==> src/rtl/spi_host_pkg.sv <==
package spi_host_pkg;

    localparam int          WORD_W    = 32;
    localparam int          DEV_W     = 3;
    localparam int          CODE_W    = 3;
    localparam int          ADDR_W    = 5;
    localparam int          NBITS_W   = 6;

    localparam logic [ADDR_W-1:0] ADDR_CTRL = 5'h00;
    localparam logic [ADDR_W-1:0] ADDR_XFER = 5'h0C;
    localparam logic [ADDR_W-1:0] ADDR_DATA = 5'h10;

    typedef enum logic [1:0] {
        KIND_READ  = 2'd0,
        KIND_WRITE = 2'd1,
        KIND_RSV2  = 2'd2,
        KIND_RSV3  = 2'd3
    } xfer_kind_e;

    typedef struct packed {
        logic [DEV_W-1:0]  dev;
        logic [CODE_W-1:0] rate;
        logic              done;
    } chan_ctrl_t;

    typedef struct packed {
        logic [1:0]  len;
        xfer_kind_e  kind;
        logic        mode;
        logic        start;
    } xfer_ctrl_t;

endpackage

==> src/rtl/spi_rate_sel.sv <==
module spi_rate_sel #(
    parameter int REF_HZ  = 64_000_000,
    parameter int BASE_HZ = 1_000_000,
    parameter int CODES   = 6,
    parameter int CODE_W  = 3,
    parameter int CNT_W   = 6
) (
    input  logic [CODE_W-1:0] code,
    output logic [CNT_W-1:0]  half
);

    localparam int ENTRIES = 1 << CODE_W;

    logic [CNT_W-1:0] table_w [ENTRIES];

    for (genvar g = 0; g < ENTRIES; g++) begin : g_rate
        localparam int EFF = (g < CODES) ? g : CODES - 1;
        localparam int RAW = REF_HZ / (2 * BASE_HZ * (1 << EFF));
        localparam int VAL = (RAW < 1) ? 1 : RAW;
        assign table_w[g] = CNT_W'(VAL);
    end

    assign half = table_w[code];

endmodule

==> src/rtl/spi_shift_engine.sv <==
module spi_shift_engine #(
    parameter int DATA_W  = 32,
    parameter int CNT_W   = 6,
    parameter int NBITS_W = 6
) (
    input  logic               clk,
    input  logic               rst_n,
    input  logic               start,
    input  logic               write_mode,
    input  logic [NBITS_W-1:0] nbits,
    input  logic [DATA_W-1:0]  tx_word,
    input  logic [CNT_W-1:0]   half,
    input  logic               miso,
    output logic               busy,
    output logic               sclk,
    output logic               mosi,
    output logic               finish,
    output logic [DATA_W-1:0]  rx_aligned
);

    typedef struct packed {
        logic               busy;
        logic               sclk;
        logic               wr;
        logic [CNT_W-1:0]   div;
        logic [NBITS_W-1:0] left;
        logic [NBITS_W-1:0] total;
        logic [DATA_W-1:0]  tx_sh;
        logic [DATA_W-1:0]  rx_sh;
    } eng_t;

    eng_t st_d, st_q;

    always_comb begin
        st_d   = st_q;
        finish = 1'b0;
        if (!st_q.busy) begin
            if (start) begin
                st_d.busy  = 1'b1;
                st_d.sclk  = 1'b0;
                st_d.wr    = write_mode;
                st_d.div   = half - 1'b1;
                st_d.left  = nbits;
                st_d.total = nbits;
                st_d.tx_sh = tx_word;
                st_d.rx_sh = '0;
            end
        end else if (st_q.div != '0) begin
            st_d.div = st_q.div - 1'b1;
        end else begin
            st_d.div  = half - 1'b1;
            st_d.sclk = ~st_q.sclk;
            if (!st_q.sclk) begin
                st_d.rx_sh = {st_q.rx_sh[DATA_W-2:0], miso};
            end else begin
                st_d.tx_sh = st_q.tx_sh << 1;
                st_d.left  = st_q.left - 1'b1;
                if (st_q.left == NBITS_W'(1)) begin
                    st_d.busy = 1'b0;
                    finish    = 1'b1;
                end
            end
        end
    end

    always_ff @(posedge clk or negedge rst_n) begin
        if (!rst_n) begin
            st_q <= '0;
        end else begin
            st_q <= st_d;
        end
    end

    assign busy       = st_q.busy;
    assign sclk       = st_q.sclk;
    assign mosi       = st_q.busy & st_q.wr & st_q.tx_sh[DATA_W-1];
    assign rx_aligned = st_q.rx_sh << (DATA_W - int'(st_q.total));

endmodule

==> src/rtl/spi_host_ctrl.sv <==
module spi_host_ctrl
    import spi_host_pkg::*;
#(
    parameter int REF_HZ  = 64_000_000,
    parameter int BASE_HZ = 1_000_000,
    parameter int CODES   = 6
) (
    input  logic              clk,
    input  logic              rst_n,
    input  logic              reg_wen,
    input  logic [ADDR_W-1:0] reg_addr,
    input  logic [WORD_W-1:0] reg_wdata,
    output logic [WORD_W-1:0] reg_rdata,
    output logic              sclk,
    output logic              mosi,
    input  logic              miso,
    output logic [DEV_W-1:0]  cs_n
);

    localparam int MAX_HALF = REF_HZ / (2 * BASE_HZ);
    localparam int CNT_W    = $clog2(MAX_HALF + 2);

    typedef struct packed {
        chan_ctrl_t        ctrl;
        xfer_ctrl_t        xfer;
        logic [WORD_W-1:0] data;
    } regs_t;

    regs_t rg_d, rg_q;

    logic               eng_busy;
    logic               eng_finish;
    logic               start_req;
    logic               wr_mode;
    logic [NBITS_W-1:0] req_bits;
    logic [CNT_W-1:0]   half;
    logic [WORD_W-1:0]  rx_aligned;

    spi_rate_sel #(
        .REF_HZ (REF_HZ),
        .BASE_HZ(BASE_HZ),
        .CODES  (CODES),
        .CODE_W (CODE_W),
        .CNT_W  (CNT_W)
    ) u_rate (
        .code(rg_q.ctrl.rate),
        .half(half)
    );

    assign start_req = reg_wen && (reg_addr == ADDR_XFER) && reg_wdata[0] && !eng_busy;
    assign wr_mode   = (reg_wdata[3:2] == KIND_WRITE);
    assign req_bits  = NBITS_W'(({4'b0000, reg_wdata[5:4]} + 6'd1) << 3);

    spi_shift_engine #(
        .DATA_W (WORD_W),
        .CNT_W  (CNT_W),
        .NBITS_W(NBITS_W)
    ) u_engine (
        .clk       (clk),
        .rst_n     (rst_n),
        .start     (start_req),
        .write_mode(wr_mode),
        .nbits     (req_bits),
        .tx_word   (rg_q.data),
        .half      (half),
        .miso      (miso),
        .busy      (eng_busy),
        .sclk      (sclk),
        .mosi      (mosi),
        .finish    (eng_finish),
        .rx_aligned(rx_aligned)
    );

    always_comb begin
        rg_d = rg_q;
        if (reg_wen) begin
            unique case (reg_addr)
                ADDR_CTRL: begin
                    if (!eng_busy) begin
                        rg_d.ctrl.dev  = reg_wdata[9:7];
                        rg_d.ctrl.rate = reg_wdata[6:4];
                    end
                    if (reg_wdata[3]) begin
                        rg_d.ctrl.done = 1'b0;
                    end
                end
                ADDR_XFER: begin
                    if (!eng_busy) begin
                        rg_d.xfer = xfer_ctrl_t'(reg_wdata[5:0]);
                    end
                end
                ADDR_DATA: begin
                    if (!eng_busy) begin
                        rg_d.data = reg_wdata;
                    end
                end
                default: ;
            endcase
        end
        if (eng_finish) begin
            rg_d.ctrl.done  = 1'b1;
            rg_d.xfer.start = 1'b0;
            if (rg_q.xfer.kind != KIND_WRITE) begin
                rg_d.data = rx_aligned;
            end
        end
    end

    always_ff @(posedge clk or negedge rst_n) begin
        if (!rst_n) begin
            rg_q <= '0;
        end else begin
            rg_q <= rg_d;
        end
    end

    always_comb begin
        unique case (reg_addr)
            ADDR_CTRL: reg_rdata = {22'd0, rg_q.ctrl.dev, rg_q.ctrl.rate, rg_q.ctrl.done, 3'd0};
            ADDR_XFER: reg_rdata = {26'd0, rg_q.xfer};
            ADDR_DATA: reg_rdata = rg_q.data;
            default:   reg_rdata = '0;
        endcase
    end

    assign cs_n = ~rg_q.ctrl.dev;

endmodule

==> config.mk <==
export PLATFORM = sky130hd
export DESIGN_NAME = spi_host_ctrl
export DESIGN_NICKNAME = d
export VERILOG_FILES = /design/src/rtl/spi_host_pkg.sv /design/src/rtl/spi_rate_sel.sv /design/src/rtl/spi_shift_engine.sv /design/src/rtl/spi_host_ctrl.sv
export SDC_FILE = /design/constraint.sdc
export NUM_CORES = 1
export LEC_CHECK = 0
export ABC_AREA = 1
export BUFFER_PORTS_ARGS = -buffer_cell sky130_fd_sc_hd__clkbuf_2
export CAP_MARGIN = 20
export CORE_MARGIN = 4
export CORE_UTILIZATION = 60
export DETAILED_ROUTE_END_ITERATION = 10
export PLACE_DENSITY_LB_ADDON = 0.25
export SLEW_MARGIN = 10
export SYNTH_ARGS = -nofsm -noshare
export SYNTH_HDL_FRONTEND = slang
export SYNTH_SLANG_ARGS = --single-unit
==> constraint.sdc <==
create_clock -name clk -period 2.5 [get_ports clk]
set_input_delay 0.25 -clock clk [delete_from_list [all_inputs] [get_ports clk]]
set_output_delay 0.25 -clock clk [all_outputs]
set_load 0.005 [all_outputs]
==> impl_metrics.json <==
{
  "outcome": "finished clean",
  "max_freq_mhz": 512,
  "grt_max_degree": 66,
  "synthesis.nets": 1173,
  "ys.flop_type": "dfrtp_1",
  "synth_xor_xnor_area_share": 0.00233,
  "worst_r2r_startpoint": "u_engine.st_q[76]",
  "rr_endpoint": "rg_q[15]",
  "synthArstFlopShare": 1.00,
  "dp_slack_ns": 0.572,
  "fin_ws_ns": 0.546,
  "grt_pass1_vias": 6898,
  "wl_per_cell_um": 14.8,
  "antenna_cells": 0,
  "setup_viol": 0,
  "cts-root-buf": "clkbuf_16",
  "grt-ovfl-total": 0,
  "path_max_fanout": 22,
  "drive_gt1_frac": 0.123,
  "drtIter0Drc": 957,
  "final_area_um2": 8570,
  "rrSetupSlack_ns": 0.55,
  "hold_viol": 0,
  "clockBufferDepth": 2,
  "antenna_found_initial": 0,
  "finalNonFillerCells": 1364,
  "wl_um": 20100,
  "slew_violations": 0,
  "synth-compound-area-share": 0.0641,
  "syn_area_um2": 7510,
  "die_width_um": 120,
  "io_pins": 78,
  "r2r_cells": 9,
  "firstDrtPassIters": 8,
  "finish.net_count": 1231,
  "die_y_um": 120,
  "synth.most_common_cell": "nand2_1",
  "vias": 7477,
  "portBuffers": 77,
  "worstSetupPathType": "flop to output port",
  "clkSlewWorstSetupHoldPaths_ns": 0.05,
  "row_count": 40,
  "min_period_over_period": 0.782,
  "design.core.area_um2": 12100,
  "worst_clock_skew_ns": 0.00688,
  "grt_usage": 0.291,
  "yosys.area.top_type": "dfrtp_1",
  "synth_edf_count": 0,
  "grt_setup_unrepaired": "false",
  "place_area_um2": 8010,
  "dpl.hpwl_um": 13800,
  "ys_seq_area_frac": 0.423,
  "ant_nets": 0,
  "gp_congestion": 0.980,
  "ys_seq_elements": 127,
  "arrival_ns": 1.70,
  "power.density_nw_per_um2": 533,
  "drc": 0,
  "ir_worst_vdd_mv": 0.491,
  "synthMuxAreaShare": 0,
  "max_slew.worst_pin.slew_ns": 0.698,
  "leakage_nw": 5.24,
  "start_util": 0.620,
  "viasPerCell": 5.48,
  "cts.sinks": 127,
  "post-cts-setup-buffers": 0,
  "tns_ns": 0,
  "synth_fa_ha_area_frac": 0.00999,
  "ys_warn_count": 0,
  "synth_common_cells": "nand2_1 (480), dfrtp_1 (127), inv_1 (123)",
  "cp-startpoint": "u_engine.busy",
  "hold_class": "input pin to flop",
  "numCtsBuffers": 17,
  "finalCriticalPeriod_ns": 1.95,
  "grt_pass1_wl_um": 33800,
  "dp.cells": 1332,
  "crit_path_end_kind": "output port",
  "relSlewSlack": 0.534,
  "synth_cell_types": 29,
  "syn-instance-count": 1126,
  "tritoncts": "done",
  "clk-insertion-delay-late_ns": 0.42,
  "synth.avg_cell_area_um2": 6.67,
  "synth_top_family_by_area": "simple AND/OR/NAND/NOR gates",
  "cap_violations": 0,
  "area_growth_pct": 14.0,
  "synth_top_cell_area_share": 0.423,
  "htree_levels": 4,
  "cp.required_ns": 2.25,
  "synth-simple-area-share": 0.396,
  "worstSetupStartpointType": "flop",
  "synth_area_leaders": "dfrtp_1 (42%), nand2_1 (24%), inv_1 (6.1%)",
  "cp-endpoint": "mosi",
  "fin_total_pwr_mw": 4.56,
  "die_area_um2": 14400
}
power by group:
group          total, mW  switching (mW)  internal (mW)
clock network       2.33           0.871           1.46
logic              0.163           0.109         0.0540
registers           2.07         0.00589           2.07
layout make-up:
cell class                 instances  area [µm²]
fill                            1039        3540
clock inverter                     6        57.6
clock buffer                      25         495
sequential                       127        3180
multi-input combinational        814        3560
tap                              168         210
timing repair buffer              98         598
inverter                         126         473
logic make-up after synthesis:
logic type,after synthesis
AND/OR/NAND/NOR,713
buffers and inverters,185
flip-flops,127
AO/OA/AOI/OAI,93
adder cells (fa/ha/maj),6
XOR/XNOR,2
flip-flops by register name, indices dropped and copies added, names as in the netlist:
name           count
u_engine.sclk      1
u_engine.busy      1
u_engine.st_q     80
rg_q              45
cell usage in the layout (no fill, tap or decap):
| cell type | netlist | routed |
|---|---|---|
| nand3b_1 | 1 | 1 |
| clkbuf_8 | 0 | 4 |
| xnor2_1 | 1 | 1 |
| o21ai_0 | 53 | 53 |
| clkbuf_2 | 0 | 76 |
| buf_12 | 0 | 4 |
| nand2_1 | 480 | 480 |
| dfrtp_1 | 127 | 127 |
| clkinvlp_4 | 0 | 1 |
| nor2_1 | 101 | 100 |
| and3_1 | 1 | 1 |
| bufinv_16 | 0 | 1 |
| clkbuf_16 | 0 | 17 |
| o21ai_1 | 31 | 31 |
| xor2_1 | 1 | 1 |
| nor2_4 | 5 | 5 |
| a21oi_1 | 1 | 1 |
| nor2_2 | 6 | 7 |
| clkinv_2 | 0 | 4 |
| nand4_1 | 40 | 40 |
| nand4_2 | 1 | 1 |
| dlygate4sd3_1 | 0 | 1 |
| nand3_1 | 72 | 71 |
| ha_1 | 6 | 6 |
| o22ai_1 | 5 | 5 |
| buf_4 | 4 | 17 |
| nand2_2 | 2 | 2 |
| clkbuf_1 | 22 | 4 |
| nand3_2 | 3 | 4 |
| o221ai_1 | 2 | 2 |
| inv_1 | 123 | 123 |
| inv_2 | 3 | 3 |
| nor2_8 | 1 | 1 |
| o31ai_1 | 1 | 1 |
critical path, stage by stage (launching register included):
cell      delay (ns)
dfrtp_1         0.61
buf_4           0.35
and3_1          0.21
clkbuf_2        0.11
how the worst min path moves through the flow:
stage / cells past startpoint / end / slack (ns) / from
after global placement: 1 / u_engine.st_q[81] / 0.27 / rst_n
after global routing: 3 / rg_q[43] / 0.07 / reg_wdata[8]
after floorplan: 0 / rg_q[0] / -0.05 / rst_n
final: 3 / u_engine.st_q[0] / 0.08 / miso
after CTS: 3 / rg_q[41] / 0.07 / reg_wdata[6]
after detailed placement: 1 / u_engine.st_q[81] / 0.27 / rst_n
repair_timing:
item                      CTS  global route
gates resized for setup     0             0
hold endpoints to repair   37             0
hold buffers                1             0
layer usage:
layer	GRT usage	wire (µm)	up-vias
met3	0.0716	1620	43
li1	-	-	3615
met4	0.0895	346	0
met5	0	0	-
met1	0.405	8680	3481
met2	0.453	9510	338
metrics by stage:
step	hold WS (ns)	utilization
floorplan	-0.0456	-
global placement	0.268	0.661
detailed placement	0.269	0.661
CTS	0.0679	0.707
global route	0.0661	0.707
finish	0.0757	0.707
No activity file was read; power rests on OpenSTA's default activity.
